--- src/rtl/i2c_rate_pkg.sv ---
`timescale 1ns/1ps
package i2c_rate_pkg;
  localparam int M_W   = 4;          // linear factor field width
  localparam int N_W   = 3;          // exponent field width
  localparam int CFG_W = M_W + N_W;
  localparam int POW_W = 1 << N_W;   // widest power-of-two counter

  typedef struct packed {
    logic [M_W-1:0] m;   // bits [6:3]
    logic [N_W-1:0] n;   // bits [2:0]
  } rate_cfg_t;
endpackage

--- src/rtl/i2c_rate_lin_div.sv ---
`timescale 1ns/1ps
module i2c_rate_lin_div #(
  parameter int W = 4
) (
  input  logic         clk,
  input  logic         rst_n,
  input  logic         run,
  input  logic         clr,
  input  logic [W-1:0] lim,
  output logic         stb
);
  logic [W-1:0] cnt_q, cnt_d;
  logic         cnt_en, at_end;

  always_comb begin
    at_end = (cnt_q == lim);
    cnt_en = clr | run | (|cnt_q);
    if (clr || !run)  cnt_d = '0;
    else if (at_end)  cnt_d = '0;
    else              cnt_d = cnt_q + W'(1);
    stb = run & ~clr & at_end;
  end

  always_ff @(posedge clk or negedge rst_n) begin
    if (!rst_n)      cnt_q <= '0;
    else if (cnt_en) cnt_q <= cnt_d;
  end

  // count never passes the programmed limit
  p_lin_range_r1: assert property (@(posedge clk) disable iff (!rst_n)
    cnt_q <= lim);
  // a restart clears the linear stage
  p_lin_clear_r6: assert property (@(posedge clk) disable iff (!rst_n)
    clr |=> (cnt_q == '0));
endmodule

--- src/rtl/i2c_rate_pow_div.sv ---
`timescale 1ns/1ps
module i2c_rate_pow_div #(
  parameter int NW = 3,
  localparam int CW = 1 << NW
) (
  input  logic          clk,
  input  logic          rst_n,
  input  logic          run,
  input  logic          clr,
  input  logic          adv,
  input  logic [NW-1:0] exp_n,
  output logic          stb
);
  logic [CW-1:0] cnt_q, cnt_d, lim;
  logic          cnt_en, at_end;

  // terminal count 2^(N+1)-1: bits 0..N set
  for (genvar i = 0; i < CW; i++) begin : g_lim
    assign lim[i] = (exp_n >= NW'(i));
  end

  always_comb begin
    at_end = (cnt_q == lim);
    cnt_en = clr | ~run | adv;
    if (clr || !run)  cnt_d = '0;
    else if (at_end)  cnt_d = '0;
    else              cnt_d = cnt_q + CW'(1);
    stb = adv & at_end;
  end

  always_ff @(posedge clk or negedge rst_n) begin
    if (!rst_n)      cnt_q <= '0;
    else if (cnt_en) cnt_q <= cnt_d;
  end

  // power-of-two stage stays within 2^(N+1)-1
  p_pow_range_r1: assert property (@(posedge clk) disable iff (!rst_n)
    cnt_q <= lim);
  // a restart clears the power-of-two stage
  p_pow_clear_r6: assert property (@(posedge clk) disable iff (!rst_n)
    clr |=> (cnt_q == '0));
endmodule

--- src/rtl/i2c_rate_phase.sv ---
`timescale 1ns/1ps
module i2c_rate_phase #(
  parameter int PHASES = 10,
  localparam int HALF = PHASES / 2,
  localparam int PW   = $clog2(PHASES)
) (
  input  logic clk,
  input  logic rst_n,
  input  logic clr,
  input  logic adv,
  output logic hi
);
  logic [PW-1:0] ph_q, ph_d;
  logic          ph_en;

  always_comb begin
    ph_en = clr | adv;
    if (clr)                             ph_d = '0;
    else if (ph_q == PW'(PHASES - 1))    ph_d = '0;
    else                                 ph_d = ph_q + PW'(1);
  end

  always_ff @(posedge clk or negedge rst_n) begin
    if (!rst_n)     ph_q <= '0;
    else if (ph_en) ph_q <= ph_d;
  end

  assign hi = (ph_q >= PW'(HALF));

  // phase index stays inside one bit period
  p_ph_range_r2: assert property (@(posedge clk) disable iff (!rst_n)
    ph_q < PW'(PHASES));
  // the SCL phase moves only on a tick or a restart
  p_ph_hold_r2: assert property (@(posedge clk) disable iff (!rst_n)
    (!clr && !adv) |=> $stable(ph_q));
endmodule

--- src/rtl/i2c_rate_gen.sv ---
`timescale 1ns/1ps
module i2c_rate_gen
  import i2c_rate_pkg::*;
#(
  parameter int WDATA_W = 8,
  parameter int PHASES  = 10,
  parameter int RST_M   = 9,
  parameter int RST_N   = 1
) (
  input  logic               clk,
  input  logic               rst_n,
  input  logic               run_en,
  input  logic               cfg_we,
  input  logic [WDATA_W-1:0] cfg_wdata,
  output logic               tick,
  output logic               scl_hi
);
  localparam rate_cfg_t RST_CFG = '{m: M_W'(RST_M), n: N_W'(RST_N)};

  // reset: asynchronous assertion, two-flop synchronous release
  logic [1:0] rst_sync_q;
  logic       rst_core_n;
  always_ff @(posedge clk or negedge rst_n) begin
    if (!rst_n) rst_sync_q <= '0;
    else        rst_sync_q <= {rst_sync_q[0], 1'b1};
  end
  assign rst_core_n = rst_sync_q[1];

  // configuration register
  rate_cfg_t cfg_q, cfg_d;
  logic      cfg_unused_bits;
  assign cfg_d           = rate_cfg_t'(cfg_wdata[CFG_W-1:0]);
  assign cfg_unused_bits = ^cfg_wdata[WDATA_W-1:CFG_W];

  always_ff @(posedge clk or negedge rst_core_n) begin
    if (!rst_core_n)  cfg_q <= RST_CFG;
    else if (cfg_we)  cfg_q <= cfg_d;
  end

  logic lin_stb, pow_stb, ph_clr;

  i2c_rate_lin_div #(.W(M_W)) u_lin (
    .clk  (clk),
    .rst_n(rst_core_n),
    .run  (run_en),
    .clr  (cfg_we),
    .lim  (cfg_q.m),
    .stb  (lin_stb)
  );

  i2c_rate_pow_div #(.NW(N_W)) u_pow (
    .clk  (clk),
    .rst_n(rst_core_n),
    .run  (run_en),
    .clr  (cfg_we),
    .adv  (lin_stb),
    .exp_n(cfg_q.n),
    .stb  (pow_stb)
  );

  assign ph_clr = cfg_we | ~run_en;

  i2c_rate_phase #(.PHASES(PHASES)) u_phase (
    .clk  (clk),
    .rst_n(rst_core_n),
    .clr  (ph_clr),
    .adv  (pow_stb),
    .hi   (scl_hi)
  );

  assign tick = pow_stb;

  // tick is a single-cycle pulse
  p_single_tick_r4: assert property (@(posedge clk) disable iff (!rst_core_n)
    tick |=> !tick);
  // nothing is produced while disabled
  p_idle_tick_r5: assert property (@(posedge clk) disable iff (!rst_core_n)
    !run_en |-> !tick);
  p_idle_scl_r5: assert property (@(posedge clk) disable iff (!rst_core_n)
    !run_en |=> !scl_hi);
  // a write restarts the bit period in its low half
  p_restart_low_r6: assert property (@(posedge clk) disable iff (!rst_core_n)
    cfg_we |=> !scl_hi);
endmodule

--- config.mk ---
export PLATFORM = sky130hd
export DESIGN_NAME = i2c_rate_gen
export DESIGN_NICKNAME = d
export VERILOG_FILES = /design/src/rtl/i2c_rate_pkg.sv /design/src/rtl/i2c_rate_lin_div.sv /design/src/rtl/i2c_rate_pow_div.sv /design/src/rtl/i2c_rate_phase.sv /design/src/rtl/i2c_rate_gen.sv
export SDC_FILE = /design/constraint.sdc
export NUM_CORES = 1
export LEC_CHECK = 0
export ABC_AREA = 1
export ABC_CLOCK_PERIOD_IN_PS = 3700
export CAP_MARGIN = 10
export CORE_ASPECT_RATIO = 1.25
export CORE_UTILIZATION = 55
export CTS_CLUSTER_DIAMETER = 120
export CTS_CLUSTER_SIZE = 40
export DETAILED_ROUTE_END_ITERATION = 8
export GPL_ROUTABILITY_DRIVEN = 0
export PLACE_DENSITY_LB_ADDON = 0.15
export SYNTH_ARGS = -nofsm -noshare
export SYNTH_HDL_FRONTEND = slang
export SYNTH_SLANG_ARGS = --single-unit
--- constraint.sdc ---
create_clock -name clk -period 3.7 [get_ports clk]
set_clock_uncertainty 0.15 [all_clocks]
set_input_delay 1.11 -clock clk [delete_from_list [all_inputs] [get_ports clk]]
set_output_delay 1.11 -clock clk [all_outputs]
set_load 0.03 [all_outputs]
==> impl_metrics.py, run 1 <==
metrics = {
    "clock_tree": {
        "cts_setup_buffers": 0,
        "post_cts_resized": 0,
        "insertion_delay_ns": 0.30,
        "cts_buffers": 3,
        "cts_tree": "done",
        "holdBufCountCts": 0,
        "clockBufferDepth": 2,
        "cts.sink_count": 25,
        "cts_root_buf": "clkbuf_4",
        "h-tree-depth": 1,
        "clkTransAtPathRegs_ns": 0.13,
    },
    "layout": {
        "layout_common_cells": "65 x nand2_1, 22 x dfrtp_1, 21 x inv_1",
        "layout_commonest_cell": "nand2_1",
        "fin_nets": 235,
        "seq_area_um2": 629.4,
        "fin_area_um2": 1704,
        "drive_gt1_share_pct": 13.70,
        "antennaDiodeCount": 0,
        "nFillCells": 247,
        "multiInputGateArea_um2": 770.7,
        "utilization_pct": 63.59,
        "area_growth_pct": 10.46,
    },
    "placed_design": {
        "portBuffers": 12,
        "hpwlAfterDp_um": 2223,
        "place_area_um2": 1678,
    },
    "floorplan": {
        "ioPinCount": 14,
        "die_w_um": 49.37,
        "std_cell_rows": 21,
        "die_area_um2": 3022,
        "die_h_um": 61.22,
        "start_util_pct": 57.56,
        "coreArea_um2": 2680,
    },
    "synthesis": {
        "yosysTopAreaCell": "dfrtp_1",
        "netlist_area_um2": 1543,
        "seq_area_frac_synth_pct": 40.79,
        "synth_cells": 207,
        "ys_warn_count": 0,
        "synthesis.nets": 222,
        "avgSynthCellArea_um2": 7.453,
        "synth.area.top_cells": "dfrtp_1 36%, nand2_1 16%, nand3_1 6.2%",
        "synth_top_area_share_pct": 35.69,
        "synth.distinct_cells": 30,
        "yosys_register_bits": 25,
    },
    "power": {
        "p_leak_nw": 0.8251,
        "switching_share_pct": 27.95,
        "p_seq_share_pct": 61.0,
        "ir_worst_vdd_v": 0.0002840,
        "p_int_w": 0.0003599,
        "pwr-share-clk_pct": 23.4,
        "switching_power_w": 0.0001396,
        "power_frac_comb_pct": 15.6,
        "power.density_nw_per_um2": 293.2,
    },
    "setup_path": {
        "setup.worst_path.start": "run_en",
        "reg2reg_to": "u_pow.cnt_q[5]$_DFFE_PN0P_",
        "r2r_setup_slack_ns": 2.01,
        "rr_worst_depth": 7,
        "critPathArrivalTime_ns": 2.23,
        "endpoint_kind": "primary output",
        "critPathSlowestCell": "clkdlybuf4s50_1",
        "crit_chain": "clkdlybuf4s50_1 -> nand2_2 -> nor2_8 -> nand3_4 -> clkinv_2 -> buf_4",
        "crit_end": "tick",
        "worstPathMaxFanout": 7,
        "worstSetupStartpointType": "input pin",
        "max_stage_delay_ns": 0.51,
        "critPathRequiredTime_ns": 2.44,
        "r2r_start": "cfg_q[2]$_DFFE_PN0P_",
        "worstSetupPathType": "input pin to primary output",
    },
    "routing": {
        "antenna_left": 0,
        "wl_um": 2872,
        "dr.pass1.iters": 4,
        "wl_per_cell_um": 11.35,
        "drt_iter0_markers": 35,
        "drc": 0,
        "vias": 1307,
        "viasPerCell": 5.166,
    },
    "run_status": {
        "status": "completed",
    },
    "global_route": {
        "grt_pass1_vias": 1166,
        "grtUsageTotal_pct": 21.13,
        "grt_max_degree": 24,
        "grt_overflow": 0,
        "grt_pass1_wl_um": 4843,
        "antenna_found_initial": 0,
    },
    "sta": {
        "fin_crit_sh_pct": 94.39,
        "relSlewSlack_pct": 37.16,
        "finalSetupViolCount": 0,
        "finalSetupTns_ns": 0,
        "whs_ns": 0.2217,
        "fin_crit_ns": 3.493,
        "finalHoldViolCount": 0,
        "maxSlewViolCount": 0,
        "rsz0062_at_grt": "no",
        "worstMarginPinSlew_ns": 0.9426,
        "fmax_ghz": 0.2863,
    },
    "run": {
        "max-cap-violations": 0,
    },
    "worst_hold_path": {
        "hold_path.class": "flip-flop to flip-flop",
    },
}
[critical path, delay by kind of cell]
| kind | cells | cell delay [ns] |
|---|---|---|
| buffers and inverters | 3 | 0.72 |
| AND/OR/NAND/NOR | 3 | 0.39 |
[Yosys cell counts (all sizes together)]
cell type and instances:
nor4 1, clkbuf 2, conb 1, clkinv 1, nand4 5, dfrtp 22
nand3 21, nor3 1, o21ai 18, nor2 17, ha 3, xnor2 3
inv 28, xor2 5, nand3b 1, dfstp 3, buf 3, nand2 71
o21bai 1
[state kept, by name, indices dropped and copies added (netlist names)]
name,cells
cfg_q,7
u_pow.cnt_q,8
rst_sync_q,2
u_lin.cnt_q,4
u_phase.ph_q,4
[routing by layer]
metal / global-route usage (%) / part of all wire (%)
met1: 25.82 / 44
met4: 7.755 / 1.9
met2: 37.96 / 52
met3: 3.704 / 2.6
met5: 0 / 0
[final cells by class]
class | count | area share [%]
Multi-Input combinational cell | 148 | 45.23
Clock buffer | 4 | 1.542
Inverter | 29 | 6.461
Timing Repair Buffer | 13 | 7.342
Tap cell | 34 | 2.496
Sequential cell | 25 | 36.93
[cell families after synthesis]
family,share of synthesized area [%]
and+or+nand+nor,36.42
buffers and inverters,9.245
DFF,40.80
AOI/OAI and AO/OA,6.326
xor gates and xnor gates,4.542
adders and majority gates,2.433
other,0.2431
[power by group through the flow]
stage                     clock, W  sequential, W  combinational, W
after floorplan                  0       0.000300         0.0000635
after global placement           0       0.000309         0.0000752
after detailed placement         0       0.000310         0.0000784
after CTS                 0.000124       0.000305         0.0000788
after global routing      0.000132       0.000307         0.0000883
final                     0.000117       0.000305         0.0000779
[worst min path at each step]
stage	from	end	slack [ns]	depth (start not counted)
after floorplan	rst_sync_q[1]$_DFF_PN0_	cfg_q[1]$_DFFE_PN0P_	0.14	0
after global placement	rst_sync_q[0]$_DFF_PN0_	rst_sync_q[1]$_DFF_PN0_	0.19	0
after detailed placement	rst_sync_q[0]$_DFF_PN0_	rst_sync_q[1]$_DFF_PN0_	0.19	0
after CTS	rst_sync_q[0]$_DFF_PN0_	rst_sync_q[1]$_DFF_PN0_	0.23	0
after global routing	rst_sync_q[0]$_DFF_PN0_	rst_sync_q[1]$_DFF_PN0_	0.23	0
final	rst_sync_q[0]$_DFF_PN0_	rst_sync_q[1]$_DFF_PN0_	0.22	0
[through the flow]
stage,std cells,power [W],setup slack [ns]
2_1_floorplan,207,0.0003639,0.8006
3_3_place_gp,249,0.0003841,0.2061
3_5_place_dp,249,0.0003881,0.1961
4_1_cts,253,0.0005071,0.1978
5_1_grt,253,0.0005276,0.1209
6_report,253,0.0004996,0.2075
Note: power is estimated with default switching activity, not from simulation.
==> inputs of run 2 (changes only) <==
--- a/config.mk
+++ b/config.mk
@@ -9,12 +9,13 @@
 export ABC_CLOCK_PERIOD_IN_PS = 3700
 export CAP_MARGIN = 10
 export CORE_ASPECT_RATIO = 1.25
-export CORE_UTILIZATION = 55
+export CORE_UTILIZATION = 30
 export CTS_CLUSTER_DIAMETER = 120
 export CTS_CLUSTER_SIZE = 40
 export DETAILED_ROUTE_END_ITERATION = 8
 export GPL_ROUTABILITY_DRIVEN = 0
 export PLACE_DENSITY_LB_ADDON = 0.15
+export SLEW_MARGIN = 20
 export SYNTH_ARGS = -nofsm -noshare
 export SYNTH_HDL_FRONTEND = slang
 export SYNTH_SLANG_ARGS = --single-unit
==> impl_metrics.py, run 2 (same netlist as run 1, synthesis figures left out) <==
metrics = {
    "run_status": {
        "status": "completed",
    },
    "placed_design": {
        "hpwlAfterDp_um": 2338,
        "dp.cells": 275,
        "portBuffers": 12,
        "place_ws_ns": 0.2093,
    },
    "routing": {
        "wl_per_cell_um": 11.04,
        "wl_um": 3079,
        "antenna_left": 0,
        "drc": 0,
        "viasPerCell": 4.541,
        "drt_iter0_markers": 21,
        "vias": 1267,
        "dr.pass1.iters": 5,
    },
    "clock_tree": {
        "insertion_delay_ns": 0.28,
        "post_cts_resized": 0,
        "cts.sink_count": 25,
        "clkTransAtPathRegs_ns": 0.09,
        "cts_setup_buffers": 0,
        "h-tree-depth": 1,
        "cts_root_buf": "clkbuf_8",
        "holdBufCountCts": 0,
        "clockBufferDepth": 2,
        "cts_tree": "done",
        "cts_buffers": 3,
    },
    "sta": {
        "fin_crit_ns": 3.485,
        "fmax_ghz": 0.2870,
        "rsz0062_at_grt": "no",
        "finalSetupViolCount": 0,
        "finalHoldViolCount": 0,
        "finalSetupTns_ns": 0,
        "layout_setup_ws_ns": 0.2152,
        "relSlewSlack_pct": 36.37,
        "maxSlewViolCount": 0,
        "fin_crit_sh_pct": 94.18,
        "worstMarginPinSlew_ns": 0.9545,
    },
    "setup_path": {
        "max_stage_delay_ns": 0.50,
        "critPathArrivalTime_ns": 2.22,
        "crit_end": "tick",
        "reg2reg_to": "u_pow.cnt_q[2]$_DFFE_PN0P_",
        "critPathSlowestCell": "clkdlybuf4s50_1",
        "rr_worst_depth": 6,
        "r2r_start": "cfg_q[2]$_DFFE_PN0P_",
        "worstPathMaxFanout": 7,
        "critPathRequiredTime_ns": 2.44,
        "worstSetupPathType": "input pin to primary output",
        "cp_num_buf_inv": 3,
        "worstSetupStartpointType": "input pin",
        "crit_chain": "clkdlybuf4s50_1 -> nand2_2 -> nor2_8 -> nand3_4 -> clkinv_2 -> buf_4",
        "cpLargestDelayFamily": "buffers and inverters",
        "setup.worst_path.start": "run_en",
        "endpoint_kind": "primary output",
        "r2r_setup_slack_ns": 1.98,
        "cp_num_cells": 6,
    },
    "power": {
        "p_int_w": 0.0003932,
        "switching_power_w": 0.0001560,
        "switching_share_pct": 28.40,
        "ir_worst_vdd_v": 0.0001193,
        "pwr-share-clk_pct": 30.5,
        "power.density_nw_per_um2": 312.7,
        "power_frac_comb_pct": 14.1,
        "p_leak_nw": 0.8356,
        "p_seq_share_pct": 55.4,
    },
    "floorplan": {
        "die_w_um": 66.14,
        "coreArea_um2": 4835,
        "std_cell_rows": 28,
        "die_h_um": 82.18,
        "ioPinCount": 14,
        "die_area_um2": 5435,
        "start_util_pct": 31.91,
    },
    "run": {
        "max-cap-violations": 0,
    },
    "layout": {
        "layout_common_cells": "65 x nand2_1, 22 x dfrtp_1, 21 x inv_1",
        "area_growth_pct": 13.87,
        "fin_nets": 235,
        "antennaDiodeCount": 0,
        "top_register": "u_pow.cnt_q",
        "layout.cells.non_filler": 279,
        "utilization_pct": 36.34,
        "layout_commonest_cell": "nand2_1",
        "largestRegisters": "u_pow.cnt_q (8), cfg_q (7)",
        "largest_reg_flops": 8,
        "drive_gt1_share_pct": 14.16,
    },
    "global_route": {
        "grt_overflow": 0,
        "grt_pass1_vias": 1190,
        "grt_max_degree": 24,
        "antenna_found_initial": 0,
        "grt_pass1_wl_um": 5361,
        "grtUsageTotal_pct": 13.36,
    },
    "worst_hold_path": {
        "hold_path.class": "flip-flop to flip-flop",
    },
}
==> run 2: cell count changes in the layout (fill, tap and decap cells not counted), sizes merged <==
cell,change
clkbuf,-1
clkinv,+1
==> run 2: final cells by class <==
| cell class | instances | area (um^2) |
|---|---|---|
| tap | 60 | 75.07 |
| fill | 536 | 3078 |
| clock buffer | 3 | 41.29 |
| clock inverter | 1 | 5.005 |
| sequential | 25 | 629.4 |
| timing repair buffer | 13 | 125.1 |
| inverter | 29 | 110.1 |
| multi-input combinational | 148 | 770.7 |
==> run 2: per-stage QoR <==
step           total power [W]  instance area, um^2  hold WS [ns]
2_1_floorplan        0.0003639                 1543        0.1414
3_3_place_gp         0.0003886                 1710        0.1841
3_5_place_dp         0.0003895                 1710        0.1964
4_1_cts              0.0005620                 1757        0.2190
5_1_grt              0.0005841                 1757        0.2277
6_report             0.0005492                 1757        0.2116
==> run 2: per-layer routing <==
| layer | vias up | track usage (%) | share of wire [%] |
|---|---|---|---|
| met2 | 15 | 23.06 | 50 |
| met3 | 5 | 1.648 | 1.7 |
| met5 | - | 0 | 0 |
| li1 | 671 | - | - |
| met4 | 0 | 6.383 | 2.0 |
| met1 | 576 | 16.44 | 46 |
==> run 2: power groups by stage <==
stage               Combinational (W)  Clock (W)  Sequential, W
floorplan                   0.0000635          0       0.000300
global placement            0.0000779          0       0.000311
detailed placement          0.0000787          0       0.000311
CTS                         0.0000792   0.000177       0.000305
global route                0.0000892   0.000187       0.000308
finish                      0.0000773   0.000168       0.000304
==> run 2: worst min-delay path by stage <==
stage | start | endpoint | slack [ns] | cells past startpoint
finish | rst_sync_q[0]$_DFF_PN0_ | rst_sync_q[1]$_DFF_PN0_ | 0.21 | 0
global route | rst_sync_q[0]$_DFF_PN0_ | rst_sync_q[1]$_DFF_PN0_ | 0.23 | 0
CTS | rst_sync_q[0]$_DFF_PN0_ | rst_sync_q[1]$_DFF_PN0_ | 0.22 | 0
detailed placement | rst_sync_q[0]$_DFF_PN0_ | rst_sync_q[1]$_DFF_PN0_ | 0.20 | 0
global placement | rst_sync_q[0]$_DFF_PN0_ | rst_sync_q[1]$_DFF_PN0_ | 0.18 | 0
floorplan | rst_sync_q[1]$_DFF_PN0_ | cfg_q[1]$_DFFE_PN0P_ | 0.14 | 0
==> inputs of run 3 (changes only) <==
--- a/config.mk
+++ b/config.mk
@@ -6,7 +6,7 @@
 export NUM_CORES = 1
 export LEC_CHECK = 0
 export ABC_AREA = 1
-export ABC_CLOCK_PERIOD_IN_PS = 3700
+export ABC_CLOCK_PERIOD_IN_PS = 3900
 export CAP_MARGIN = 10
 export CORE_ASPECT_RATIO = 1.25
 export CORE_UTILIZATION = 30
@@ -15,7 +15,6 @@
 export DETAILED_ROUTE_END_ITERATION = 8
 export GPL_ROUTABILITY_DRIVEN = 0
 export PLACE_DENSITY_LB_ADDON = 0.15
-export SLEW_MARGIN = 20
 export SYNTH_ARGS = -nofsm -noshare
 export SYNTH_HDL_FRONTEND = slang
 export SYNTH_SLANG_ARGS = --single-unit
==> constraint.sdc (replaced) <==
create_clock -name clk -period 3.9 [get_ports clk]
set_clock_uncertainty 0.15 [all_clocks]
set_input_delay 1.17 -clock clk [delete_from_list [all_inputs] [get_ports clk]]
set_output_delay 1.17 -clock clk [all_outputs]
set_load 0.03 [all_outputs]
==> impl_metrics.py, run 3 (same netlist as run 1, synthesis figures left out) <==
metrics = {
    "worst_hold_path": {
        "hold_path.class": "flip-flop to flip-flop",
    },
    "layout": {
        "antennaDiodeCount": 0,
        "layout_commonest_cell": "nand2_1",
        "largest_reg_flops": 8,
        "drive_gt1_share_pct": 14.16,
        "fin_nets": 235,
        "top_register": "u_pow.cnt_q",
        "utilization_pct": 36.34,
        "layout_common_cells": "65 x nand2_1, 22 x dfrtp_1, 21 x inv_1",
        "largestRegisters": "u_pow.cnt_q (8), cfg_q (7)",
        "area_growth_pct": 13.87,
    },
    "power": {
        "switching_power_w": 0.0001498,
        "power.density_nw_per_um2": 297.7,
        "p_leak_nw": 0.8356,
        "switching_share_pct": 28.65,
        "p_int_w": 0.0003731,
        "p_seq_share_pct": 55.3,
        "ir_worst_vdd_v": 0.0001718,
        "power_frac_comb_pct": 14.0,
        "pwr-share-clk_pct": 30.8,
    },
    "floorplan": {
        "ioPinCount": 14,
        "coreArea_um2": 4835,
        "die_h_um": 82.18,
        "std_cell_rows": 28,
        "die_area_um2": 5435,
        "die_w_um": 66.14,
        "start_util_pct": 31.91,
    },
    "global_route": {
        "grt_overflow": 0,
        "grt_pass1_wl_um": 5416,
        "grt_max_degree": 24,
        "antenna_found_initial": 0,
        "grt_pass1_vias": 1220,
        "grtUsageTotal_pct": 13.34,
    },
    "setup_path": {
        "endpoint_kind": "primary output",
        "critPathRequiredTime_ns": 2.58,
        "worstPathMaxFanout": 7,
        "critPathSlowestCell": "clkdlybuf4s50_1",
        "cpLargestDelayFamily": "buffers and inverters",
        "worstSetupPathType": "input pin to primary output",
        "critPathArrivalTime_ns": 2.28,
        "cp_num_buf_inv": 3,
        "worstSetupStartpointType": "input pin",
        "max_stage_delay_ns": 0.49,
        "crit_chain": "clkdlybuf4s50_1 -> nand2_2 -> nor2_8 -> nand3_4 -> clkinv_2 -> buf_4",
    },
    "sta": {
        "fin_crit_ns": 3.596,
        "finalSetupViolCount": 0,
        "rsz0062_at_grt": "no",
        "finalHoldViolCount": 0,
        "worstMarginPinSlew_ns": 0.9614,
        "maxSlewViolCount": 0,
        "relSlewSlack_pct": 35.91,
        "fin_crit_sh_pct": 92.20,
        "finalSetupTns_ns": 0,
        "fmax_ghz": 0.2781,
        "whs_ns": 0.2148,
    },
    "run_status": {
        "status": "completed",
    },
    "clock_tree": {
        "cts_root_buf": "clkbuf_8",
        "cts_buffers": 3,
        "post_cts_resized": 0,
        "clockBufferDepth": 2,
        "cts_tree": "done",
        "insertion_delay_ns": 0.28,
        "h-tree-depth": 1,
        "clkTransAtPathRegs_ns": 0.09,
        "cts_setup_buffers": 0,
        "cts.sink_count": 25,
        "holdBufCountCts": 0,
    },
    "routing": {
        "drc": 0,
        "viasPerCell": 4.487,
        "dr.pass1.iters": 4,
        "antenna_left": 0,
        "drt_iter0_markers": 24,
        "vias": 1252,
        "wl_per_cell_um": 10.70,
        "wl_um": 2985,
    },
    "run": {
        "max-cap-violations": 0,
    },
    "placed_design": {
        "portBuffers": 12,
        "hpwlAfterDp_um": 2268,
    },
}
## run 3: stage by stage
step / setup WS, ns / cell area (um^2) / instances / power, W
2_1_floorplan: 0.8806 / 1543 / 207 / 0.0003452
3_3_place_gp: 0.3016 / 1710 / 275 / 0.0003685
3_5_place_dp: 0.2890 / 1710 / 275 / 0.0003691
4_1_cts: 0.2898 / 1757 / 279 / 0.0005337
5_1_grt: 0.2266 / 1757 / 279 / 0.0005554
6_report: 0.3043 / 1757 / 279 / 0.0005230
## run 3: worst paths after layout
check,from,endpoint,slack [ns],cells past startpoint
max in group asynchronous,rst_n,rst_sync_q[0]$_DFF_PN0_,2.60,1
min in group asynchronous,rst_sync_q[1]$_DFF_PN0_,u_phase.ph_q[2]$_DFFE_PN0P_,0.26,0
max,run_en,tick,0.30,6
min,rst_sync_q[0]$_DFF_PN0_,rst_sync_q[1]$_DFF_PN0_,0.21,0
max reg2reg,cfg_q[1]$_DFFE_PN0P_,u_pow.cnt_q[5]$_DFFE_PN0P_,2.20,9
min reg2reg,rst_sync_q[0]$_DFF_PN0_,rst_sync_q[1]$_DFF_PN0_,0.21,0
## run 3: worst reg2reg max path, stage by stage (launching register included)
cell and delay, ns:
dfrtp_1 0.59, nand2_2 0.11, nand2_1 0.08, nand2_1 0.08, inv_2 0.05, nand3_1 0.10, nor2_4 0.14, nand2_2 0.07
nand2_2 0.15, o21ai_1 0.08
## run 3: cell type report
| type | instances | area [um^2] |
|---|---|---|
| Fill cell | 521 | 3078 |
| Multi-Input combinational cell | 148 | 770.7 |
| Sequential cell | 25 | 629.4 |
| Timing Repair Buffer | 13 | 125.1 |
| Inverter | 29 | 110.1 |
| Tap cell | 60 | 75.07 |
| Clock buffer | 3 | 41.29 |
| Clock inverter | 1 | 5.005 |
## run 3: power by group through the flow
| stage | combinational [W] | clock [W] | sequential, W |
|---|---|---|---|
| 3_5_place_dp | 0.0000743 | 0 | 0.000295 |
| 4_1_cts | 0.0000745 | 0.000169 | 0.000290 |
| 6_report | 0.0000730 | 0.000161 | 0.000289 |
| 2_1_floorplan | 0.0000602 | 0 | 0.000285 |
| 5_1_grt | 0.0000841 | 0.000179 | 0.000292 |
| 3_3_place_gp | 0.0000737 | 0 | 0.000295 |
## run 3: per-layer routing
layer  global-route usage [%]  vias to the layer above  wire, um
met4                    5.745                        0        53
met3                    1.648                        4        48
met2                    24.08                       13      1548
li1                         -                      669         -
met5                        0                        -         0
met1                    15.77                      566      1335
